--- src/rtl/pwr_mode_pkg.sv ---
package pwr_mode_pkg;
  typedef enum logic [2:0] {
    MD_RUN    = 3'd0,
    MD_IDLE   = 3'd1,
    MD_SLEEP  = 3'd2,
    MD_DS_ENT = 3'd3,
    MD_DEEP   = 3'd4
  } pm_mode_e;

  localparam int CAUSE_W = 5;
  localparam int CZ_POR   = 0;
  localparam int CZ_MCLR  = 1;
  localparam int CZ_ALARM = 2;
  localparam int CZ_EXT0  = 3;
  localparam int CZ_DSWDT = 4;
endpackage

--- src/rtl/pm_arm_window.sv ---
module pm_arm_window #(
  parameter int WIN = 3
) (
  input  logic clk,
  input  logic rst_n,
  input  logic set_i,
  input  logic take_i,
  input  logic exit_i,
  output logic arm_o,
  output logic ok_o
);
  localparam int AGE_W = $clog2(WIN + 1);

  logic             arm_q;
  logic             hold_q;
  logic [AGE_W-1:0] age_q;

  always_ff @(posedge clk) begin
    if (!rst_n) begin
      arm_q  <= 1'b0;
      hold_q <= 1'b0;
      age_q  <= '0;
    end else if (exit_i) begin
      arm_q  <= 1'b0;
      hold_q <= 1'b0;
    end else if (set_i) begin
      arm_q  <= 1'b1;
      hold_q <= 1'b0;
      age_q  <= '0;
    end else if (take_i) begin
      hold_q <= 1'b1;
    end else if (arm_q && !hold_q) begin
      if (age_q == AGE_W'(WIN - 1)) arm_q <= 1'b0;
      else                          age_q <= age_q + 1'b1;
    end
  end

  assign arm_o = arm_q;
  assign ok_o  = arm_q && !hold_q;
endmodule

--- src/rtl/pm_reentry_guard.sv ---
module pm_reentry_guard #(
  parameter int GAP = 3
) (
  input  logic clk,
  input  logic rst_n,
  input  logic set_i,
  input  logic clr_i,
  output logic release_o,
  output logic block_o
);
  localparam int CNT_W = $clog2(GAP + 1);

  logic             rel_q;
  logic [CNT_W-1:0] cnt_q;

  always_ff @(posedge clk) begin
    if (!rst_n) begin
      rel_q <= 1'b0;
      cnt_q <= '0;
    end else if (set_i) begin
      rel_q <= 1'b1;
    end else if (clr_i) begin
      rel_q <= 1'b0;
      cnt_q <= CNT_W'(GAP);
    end else if (cnt_q != '0) begin
      cnt_q <= cnt_q - 1'b1;
    end
  end

  assign release_o = rel_q;
  assign block_o   = rel_q || (cnt_q != '0);
endmodule

--- src/rtl/pm_wake_capture.sv ---
module pm_wake_capture #(
  parameter int N = 5
) (
  input  logic         clk,
  input  logic         rst_n,
  input  logic         clear_i,
  input  logic         cap_i,
  input  logic [N-1:0] src_i,
  output logic [N-1:0] cause_o
);
  logic [N-1:0] bits_q;

  for (genvar i = 0; i < N; i++) begin : g_bit
    always_ff @(posedge clk) begin
      if (!rst_n)                  bits_q[i] <= 1'b0;
      else if (clear_i)            bits_q[i] <= 1'b0;
      else if (cap_i && src_i[i])  bits_q[i] <= 1'b1;
    end
  end

  assign cause_o = bits_q;
endmodule

--- src/rtl/pwr_mode_ctrl.sv ---
module pwr_mode_ctrl
  import pwr_mode_pkg::*;
#(
  parameter int ARM_WIN     = 3,
  parameter int REENTRY_GAP = 3,
  parameter int ENTRY_CYC   = 2
) (
  input  logic               clk,
  input  logic               rst_n,
  input  logic               arm_wr,
  input  logic               rel_clr,
  input  logic               ps_valid,
  input  logic               ps_sleep,
  input  logic               irq,
  input  logic               wdt_to,
  input  logic               mclr,
  input  logic               por,
  input  logic               alarm,
  input  logic               ext_int0,
  input  logic               dswdt_to,
  output logic [2:0]         mode_o,
  output logic               cpu_clk_en,
  output logic               sys_clk_en,
  output logic               core_pd_req,
  output logic               wdt_clr,
  output logic               arm_flag,
  output logic               release_flag,
  output logic [CAUSE_W-1:0] wake_cause
);
  localparam int ENT_W = $clog2(ENTRY_CYC + 1);

  pm_mode_e           state_q, state_n;
  logic [ENT_W-1:0]   ent_q;
  logic               pend_q;
  logic               wclr_q;
  logic               in_run, cmd, deep_ok, arm_ok, blocked;
  logic               ds_wake, lp_wake;
  logic [CAUSE_W-1:0] ds_src;

  assign in_run  = (state_q == MD_RUN);
  assign cmd     = in_run && ps_valid;
  assign deep_ok = cmd && ps_sleep && arm_ok && !blocked;

  always_comb begin
    ds_src            = '0;
    ds_src[CZ_POR]    = por;
    ds_src[CZ_MCLR]   = mclr;
    ds_src[CZ_ALARM]  = alarm;
    ds_src[CZ_EXT0]   = ext_int0;
    ds_src[CZ_DSWDT]  = dswdt_to;
  end

  assign ds_wake = (state_q == MD_DEEP) && (|ds_src);
  assign lp_wake = irq || pend_q || wdt_to || mclr || por;

  always_comb begin
    state_n = state_q;
    unique case (state_q)
      MD_RUN: begin
        if (cmd) begin
          if (deep_ok)       state_n = MD_DS_ENT;
          else if (ps_sleep) state_n = MD_SLEEP;
          else               state_n = MD_IDLE;
        end
      end
      MD_IDLE, MD_SLEEP: if (lp_wake) state_n = MD_RUN;
      MD_DS_ENT: if (ent_q == ENT_W'(ENTRY_CYC - 1)) state_n = MD_DEEP;
      MD_DEEP:   if (ds_wake) state_n = MD_RUN;
      default:   state_n = MD_RUN;
    endcase
  end

  always_ff @(posedge clk) begin
    if (!rst_n) begin
      state_q <= MD_RUN;
      ent_q   <= '0;
      pend_q  <= 1'b0;
      wclr_q  <= 1'b0;
    end else begin
      state_q <= state_n;
      ent_q   <= (state_q == MD_DS_ENT) ? ent_q + 1'b1 : '0;
      if (state_n == MD_RUN)           pend_q <= 1'b0;
      else if (cmd && !deep_ok && irq) pend_q <= 1'b1;
      wclr_q  <= cmd && !ps_sleep;
    end
  end

  pm_arm_window #(.WIN(ARM_WIN)) u_arm (
    .clk    (clk),
    .rst_n  (rst_n),
    .set_i  (arm_wr && in_run),
    .take_i (deep_ok),
    .exit_i (ds_wake),
    .arm_o  (arm_flag),
    .ok_o   (arm_ok)
  );

  pm_reentry_guard #(.GAP(REENTRY_GAP)) u_guard (
    .clk       (clk),
    .rst_n     (rst_n),
    .set_i     (ds_wake),
    .clr_i     (rel_clr),
    .release_o (release_flag),
    .block_o   (blocked)
  );

  pm_wake_capture #(.N(CAUSE_W)) u_cause (
    .clk     (clk),
    .rst_n   (rst_n),
    .clear_i (arm_wr && in_run),
    .cap_i   (ds_wake),
    .src_i   (ds_src),
    .cause_o (wake_cause)
  );

  assign mode_o      = state_q;
  assign cpu_clk_en  = in_run;
  assign sys_clk_en  = in_run || (state_q == MD_IDLE);
  assign core_pd_req = (state_q == MD_DEEP);
  assign wdt_clr     = wclr_q;
endmodule

--- config.mk ---
export PLATFORM = sky130hd
export DESIGN_NAME = pwr_mode_ctrl
export DESIGN_NICKNAME = d
export VERILOG_FILES = /design/src/rtl/pwr_mode_pkg.sv /design/src/rtl/pm_arm_window.sv /design/src/rtl/pm_reentry_guard.sv /design/src/rtl/pm_wake_capture.sv /design/src/rtl/pwr_mode_ctrl.sv
export SDC_FILE = /design/constraint.sdc
export NUM_CORES = 1
export LEC_CHECK = 0
export ABC_AREA = 1
export BUFFER_PORTS_ARGS = -buffer_cell sky130_fd_sc_hd__buf_2
export CORE_MARGIN = 2
export CORE_UTILIZATION = 45
export CTS_BUF_LIST = sky130_fd_sc_hd__clkbuf_4 sky130_fd_sc_hd__clkbuf_8
export DETAILED_ROUTE_END_ITERATION = 10
export HOLD_SLACK_MARGIN = 0.06
export PLACE_DENSITY = 0.66
export SKIP_CTS_REPAIR_TIMING = 1
export SLEW_MARGIN = 20
export SYNTH_ARGS = -nofsm -noshare
export SYNTH_HDL_FRONTEND = slang
export SYNTH_HIERARCHICAL = 1
export SYNTH_SLANG_ARGS = --single-unit
--- constraint.sdc ---
create_clock -name clk -period 3.07 [get_ports clk]
set_input_delay 0.614 -clock clk [delete_from_list [all_inputs] [get_ports clk]]
set_output_delay 0.614 -clock clk [all_outputs]
set_load 0.05 [all_outputs]
==> impl_metrics.tcl, run 1 <==
set metrics [dict create \
    fillers 213 \
    crit_slowest_cell "dfxtp_1" \
    drv_slew 0 \
    rsz0062_at_grt "false" \
    hold_viol 0 \
    clockBufferDepth 2 \
    yosys.area.top_type "dfxtp_1" \
    stdcell_area_um2 1170 \
    grt_start_max_net_pins 11 \
    setup_ws_ns 1.17 \
    syn_area_um2 980 \
    hp-start "ent_q[0]" \
    grt_overflow_total 0 \
    cap_violations 0 \
    startpoint "mode_o[1]" \
    relSlewSlack_pct 68.3 \
    drt_pass1_iterations 4 \
    ioPinCount 27 \
    gr-usage-all-layers_pct 16.6 \
    status "finished, final reports clean" \
    core_um2 2000 \
    ys_ff_latch 19 \
    drcViolationCount 0 \
    fin_nets 191 \
    cp-start-kind "flop" \
    die_height_um 50.7 \
    ant_nets 0 \
    syn_avg_cell_area_um2 6.80 \
    cp-end-kind "output pin" \
    hp-class "reg2reg" \
    fmax_mhz 525 \
    wl_per_cell_um 9.96 \
    place_ws_ns 1.30 \
    reg2reg_from "mode_o[1]" \
    std_cell_rows 16 \
    worstPathArrival_ns 1.29 \
    cpPeakStageDelay_ns 0.41 \
    place_inst 197 \
    power.leakage_nw 0.608 \
    regArea_um2 380 \
    stdcell_count 201 \
    synth_cell_types 25 \
    syn-num-nets 160 \
    die_w_um 50.7 \
    hold_ws_ns 0.435 \
    cts_tree "yes" \
    yosysSeqAreaShare_pct 38.8 \
    initial_core_util_pct 48.9 \
    dieArea_um2 2570 \
    worst_pin_slew_ns 0.473 \
    gp_congestion 0.802 \
    area_growth_pct 19.8 \
    clk_latency_ns 0.30 \
    insertedDiodeCount 0 \
    routed-via-count 916 \
    cts_inserted_buffers 3 \
    synth_top_area_share_pct 38.8 \
    via_per_inst 4.56 \
    synth_area_leaders "dfxtp_1, nand2_1, inv_1" \
    h-tree-depth 1 \
    first_iter_violations 16 \
    clk_pin_slew_ns 0.11 \
    clock-sinks 19 \
    post-route-period-util_pct 62.0 \
    port_buffers 26 \
    grt_pass1_vias 777 \
    vdd_drop_max_v 0.000228 \
    setup_violations 0 \
    p_per_area_nw_per_um2 447 \
    multi_input_area_um2 478 \
    drive_gt1_share_pct 25.9 \
    antenna_found_initial 0 \
    worstSetupPathType "reg2out" \
    root_buffer "clkbuf_4" \
    grt_pass1_wl_um 3270 \
    placed_cell_area_um2 1140 \
    path_cells "inv_1 -> nand2_1 -> nor2_1 -> buf_2" \
    syn_inst 144 \
    hpwl_um 1560 \
    wirelength_um 2000 \
    cp_max_fo 8 \
    clock_skew_ns 0.00694 \
    tns_ns 0 \
    worst-endpoint-required_ns 2.46 \
    yosys_warnings 6 \
    post-route-min-period_ns 1.90 \
]
==> per-stage QoR <==
| step | util, % | total power [mW] |
|---|---|---|
| 2_1_floorplan | - | 0.361 |
| 3_3_place_gp | 57.1 | 0.387 |
| 3_5_place_dp | 57.1 | 0.393 |
| 4_1_cts | 58.6 | 0.530 |
| 5_1_grt | 58.6 | 0.557 |
| 6_report | 58.6 | 0.524 |
==> area by class of cell <==
cell class                      instances  share of cell area (%)
Tap cell                               27                    2.88
Inverter                               32                    10.3
Sequential cell                        19                    32.4
Multi-Input combinational cell         93                    40.7
Clock buffer                            4                    2.56
Timing Repair Buffer                   26                    11.1
==> power by group <==
| part | switching [mW] | internal [mW] | leakage, nW |
|---|---|---|---|
| sequential | 0.00889 | 0.259 | 0.155 |
| clock | 0.0786 | 0.0594 | 0.0184 |
| combinational | 0.0780 | 0.0408 | 0.435 |
| total | 0.166 | 0.359 | 0.608 |
==> cells in the mapped netlist (all sizes together) <==
cell type and instances:
a21boi 1, a21oi 10, a31oi 1, clkinv 1
dfxtp 19, ha 3, inv 31, nand2 35
nand3 7, nand4 1, nor2 24, nor3 5
nor4 1, o211ai 1, o21ai 1, o21bai 1
or2 2
==> sequential cells by signal, summed over array words and instances, names as in the netlist <==
signal,count
u_guard/cnt_q,2
pend_q,1
wdt_clr,1
u_arm/age_q,2
mode_o,3
u_arm/hold_q,1
u_guard/release_o,1
u_arm/arm_o,1
ent_q,2
u_cause/cause_o,5
==> layer usage <==
metal  wire length (µm)  global-route usage [%]  vias to the layer above  share of wire, %
met5                  0                       0                        -                 0
met4                 13                    5.41                        0              0.65
met3                101                    3.57                        2               5.0
met2                878                    27.0                       22                44
met1               1010                    22.0                      395                50
li1                   -                       -                      497                 -
==> worst paths after layout <==
kind | end | slack, ns | cells past startpoint
worst max-delay path | core_pd_req | 1.17 | 4
worst min register to register | ent_q[0] | 0.44 | 1
worst max register to register | u_arm/age_q[0] | 1.43 | 9
worst min-delay path | ent_q[0] | 0.44 | 1
==> layout by cell type, fill, tap and decap left out <==
cell type | synthesis | routed
nor2_2 | 3 | 3
o21bai_1 | 1 | 1
inv_2 | 3 | 3
o21ai_0 | 1 | 1
o211ai_1 | 1 | 1
dfxtp_1 | 19 | 19
nand2_2 | 3 | 3
a21oi_4 | 1 | 1
nand2_4 | 2 | 2
or2_0 | 1 | 1
nor4_1 | 1 | 1
a21boi_1 | 1 | 1
nor2_1 | 21 | 21
nand4_1 | 1 | 1
a21oi_1 | 8 | 8
inv_1 | 28 | 28
buf_2 | 0 | 26
clkinv_2 | 1 | 1
nor3_1 | 5 | 5
nand3_1 | 6 | 6
a31oi_1 | 1 | 1
a21oi_2 | 1 | 1
nand2_1 | 30 | 30
nand3_2 | 1 | 1
ha_1 | 3 | 3
clkbuf_4 | 0 | 4
or2_1 | 1 | 1
==> kinds of logic after synthesis <==
| family | Yosys count | synth area share (%) |
|---|---|---|
| buf+inv | 32 | 12.4 |
| fa+ha+maj | 3 | 3.83 |
| simple gates | 75 | 34.9 |
| compound gates | 15 | 10.1 |
| flops | 19 | 38.8 |
==> critical path, delay by kind of cell (launching register included) <==
kind | cells | cell delay (ns)
DFF | 1 | 0.41
buffers and inverters | 2 | 0.37
and+or+nand+nor | 2 | 0.22
Power figures use the tool's default switching activity.
==> inputs of run 2 (changes only) <==
Clock period 3.07 ns to 1.93 ns, I/O delays scaled along.
==> impl_metrics.tcl, run 2 (synthesis results as in run 1) <==
set metrics [dict create \
    grt_pass1_wl_um 3100 \
    die_height_um 50.7 \
    area_growth_pct 20.7 \
    fin_nets 191 \
    vdd_drop_max_v 0.000416 \
    ant_nets 0 \
    h-tree-depth 1 \
    via_per_inst 4.64 \
    relSlewSlack_pct 74.3 \
    clockBufferDepth 2 \
    post-route-period-util_pct 86.2 \
    cts_inserted_buffers 3 \
    cp_max_fo 8 \
    clk_pin_slew_ns 0.11 \
    drt_pass1_iterations 4 \
    p_per_area_nw_per_um2 695 \
    port_buffers 26 \
    core_um2 2000 \
    fmax_mhz 601 \
    rsz0062_at_grt "false" \
    worst_pin_slew_ns 0.383 \
    post-route-min-period_ns 1.66 \
    antenna_found_initial 0 \
    stdcell_area_um2 1180 \
    final_common_cell "nand2_1" \
    clock-sinks 19 \
    ioPinCount 27 \
    hpwl_um 1520 \
    hp-class "in2reg" \
    first_iter_violations 15 \
    dieArea_um2 2570 \
    root_buffer "clkbuf_4" \
    gp_congestion 0.860 \
    cts_tree "yes" \
    gr-usage-all-layers_pct 16.2 \
    std_cell_rows 16 \
    cp-start-kind "flop" \
    die_w_um 50.7 \
    hold_viol 0 \
    wirelength_um 1880 \
    worstPathArrival_ns 1.28 \
    initial_core_util_pct 48.9 \
    power.leakage_nw 0.609 \
    wl_per_cell_um 9.36 \
    fillers 216 \
    largest_register_ff_count 5 \
    worst-endpoint-required_ns 1.54 \
    grt_start_max_net_pins 11 \
    grt_overflow_total 0 \
    worstSetupPathType "reg2out" \
    drcViolationCount 0 \
    insertedDiodeCount 0 \
    clk_latency_ns 0.28 \
    clock_skew_ns 0.00420 \
    drive_gt1_share_pct 27.0 \
    tns_ns 0 \
    mostFrequentLayoutCells "nand2_1, inv_1, buf_2" \
    cp-end-kind "output pin" \
    setup_violations 0 \
    status "finished, final reports clean" \
    drv_slew 0 \
    cap_violations 0 \
    grt_pass1_vias 767 \
    placed_cell_area_um2 1150 \
    routed-via-count 932 \
]
run 2: stage by stage:
stage / cells / worst slack (ns) / util [%] / hold WS, ns / power [mW]
after global routing: 201 / 0.156 / 59.1 / 0.307 / 0.880
after global placement: 197 / 0.391 / 57.6 / 0.418 / 0.620
after CTS: 201 / 0.248 / 59.1 / 0.298 / 0.837
after floorplan: 144 / -0.00274 / - / 0.405 / 0.576
final: 201 / 0.266 / 59.1 / 0.314 / 0.821
after detailed placement: 197 / 0.408 / 57.6 / 0.420 / 0.622
run 2: final timing paths:
path | startpoint | endpoint | slack, ns | cells after the start
worst max-delay path | mode_o[1] | cpu_clk_en | 0.27 | 4
worst min-delay path | ps_sleep | wdt_clr | 0.31 | 2
worst max register to register | mode_o[1] | u_arm/age_q[0] | 0.39 | 9
worst min register to register | ent_q[0] | ent_q[0] | 0.44 | 1
run 2: routing by layer:
layer  share of wire, %  global-route usage, %
met5                  0                      0
met4               0.64                   5.41
met3                5.4                   3.57
met2                 44                   27.4
met1                 50                   20.1
run 2: power by group:
group          internal (mW)  switching, mW  leakage, nW
Combinational         0.0641          0.124        0.435
Clock                 0.0942          0.115       0.0184
Sequential             0.411         0.0132        0.155
Total                  0.570          0.252        0.609
run 2: area by class of cell:
cell class | count | area, µm² | share of cell area [%]
Multi-Input combinational cell | 93 | 485 | 41.1
Tap cell | 27 | 33.8 | 2.86
Timing Repair Buffer | 26 | 130 | 11.0
Sequential cell | 19 | 382 | 32.3
Inverter | 32 | 121 | 10.3
Clock buffer | 4 | 30.0 | 2.54
run 2: critical path, cell delays in order (launching register included):
cell     delay [ns]
dfxtp_1        0.40
inv_1          0.08
nand2_1        0.10
nor2_1         0.14
buf_2          0.28
==> inputs of run 3 (changes only) <==
Settings changed: RECOVER_POWER set to 25.
==> impl_metrics.tcl, run 3 (synthesis results as in run 1) <==
set metrics [dict create \
    status "finished, final reports clean" \
    regArea_um2 382 \
    fmax_mhz 606 \
    gr-usage-all-layers_pct 16.2 \
    final_util_pct 58.6 \
    use_met1_pct 20.1 \
    rsz0062_at_grt "false" \
    grt_pass1_vias 767 \
    power.leakage_nw 0.595 \
    hold_viol 0 \
    largest_register_ff_count 5 \
    die_w_um 50.7 \
    use_met3_pct 3.57 \
    routed-via-count 934 \
    gp_congestion 0.860 \
    drcViolationCount 0 \
    final_common_cell "nand2_1" \
    insertedDiodeCount 0 \
    antenna_found_initial 0 \
    setup_ws_ns 0.279 \
    p_per_area_nw_per_um2 699 \
    drv_slew 0 \
    post-route-period-util_pct 85.5 \
    clockBufferDepth 2 \
    ioPinCount 27 \
    port_buffers 26 \
    fillers 220 \
    grt.busiest_layer "met2" \
    grt_overflow_total 0 \
    cap_violations 0 \
    h-tree-depth 1 \
    die_height_um 50.7 \
    drt_pass1_iterations 4 \
    post-route-min-period_ns 1.65 \
    multi_input_area_um2 480 \
    root_buffer "clkbuf_4" \
    clk_pin_slew_ns 0.11 \
    worstPathArrival_ns 1.27 \
    fin_nets 191 \
    cp-end-kind "output pin" \
    cpPeakStageDelay_ns 0.39 \
    via_per_inst 4.65 \
    cp_max_fo 8 \
    worst_pin_slew_ns 0.605 \
    mostFrequentLayoutCells "nand2_1, inv_1, buf_2" \
    cts_inserted_buffers 3 \
    worst-endpoint-required_ns 1.54 \
    hp-class "in2reg" \
    clock-sinks 19 \
    cp-start-kind "flop" \
    use_met2_pct 27.4 \
    core_um2 2000 \
    wl_per_cell_um 9.30 \
    ant_nets 0 \
    cp_top_family "flip-flops" \
    grt_start_max_net_pins 11 \
    place_ws_ns 0.408 \
    setup_violations 0 \
    clk_latency_ns 0.28 \
    relSlewSlack_pct 59.8 \
    vdd_drop_max_v 0.000415 \
    path_cells "inv_1 -> nand2_1 -> nor2_1 -> buf_2" \
    cts_tree "yes" \
    dieArea_um2 2570 \
    area_growth_pct 19.8 \
    hpwl_um 1520 \
    first_iter_violations 17 \
    grt_pass1_wl_um 3100 \
    worstSetupPathType "reg2out" \
    drive_gt1_share_pct 24.7 \
    wirelength_um 1870 \
    crit_slowest_cell "dfxtp_1" \
    initial_core_util_pct 48.9 \
    std_cell_rows 16 \
    path_buf_inv 2 \
    clock_skew_ns 0.00402 \
]
## run 3: changes by cell type in the layout (fill, tap and decap cells not counted), sizes merged
| cell | previous run | this run |
|---|---|---|
| buf | 26 | 23 |
| clkbuf | 4 | 7 |
## run 3: final cells by class
class,count,area share (%)
multi-input cells,93,40.9
flip-flops and latches,19,32.5
repair buffers,26,10.8
inverters,32,10.3
well taps,27,2.88
clock buffers,4,2.56
## run 3: final timing paths
check            start             end  slack [ns]  cells after the start
max          mode_o[1]      cpu_clk_en        0.28                      4
min           ps_sleep         wdt_clr        0.31                      2
min reg2reg   ent_q[0]        ent_q[0]        0.44                      1
max reg2reg  mode_o[1]  u_arm/age_q[0]        0.41                      9
## run 3: power by group
part	internal, mW	switching (mW)	total, mW
registers	0.411	0.0128	0.424
logic	0.0638	0.123	0.187
clock network	0.0942	0.115	0.209
total	0.569	0.251	0.820
## run 3: layer usage
metal	up-vias	wire, µm	share of wire [%]
li1	501	-	-
met1	405	924	49
met2	26	821	44
met3	2	109	5.8
met4	0	12	0.64
met5	-	0	0
## run 3: metrics by stage
stage / total power, mW / setup TNS [ns] / area, µm² / hold slack [ns] / std cells
after floorplan: 0.576 / -0.00274 / 988 / 0.405 / 144
after global placement: 0.620 / 0 / 1150 / 0.418 / 197
after detailed placement: 0.622 / 0 / 1150 / 0.420 / 197
after CTS: 0.837 / 0 / 1180 / 0.298 / 201
after global routing: 0.880 / 0 / 1170 / 0.307 / 201
final: 0.820 / 0 / 1170 / 0.314 / 201
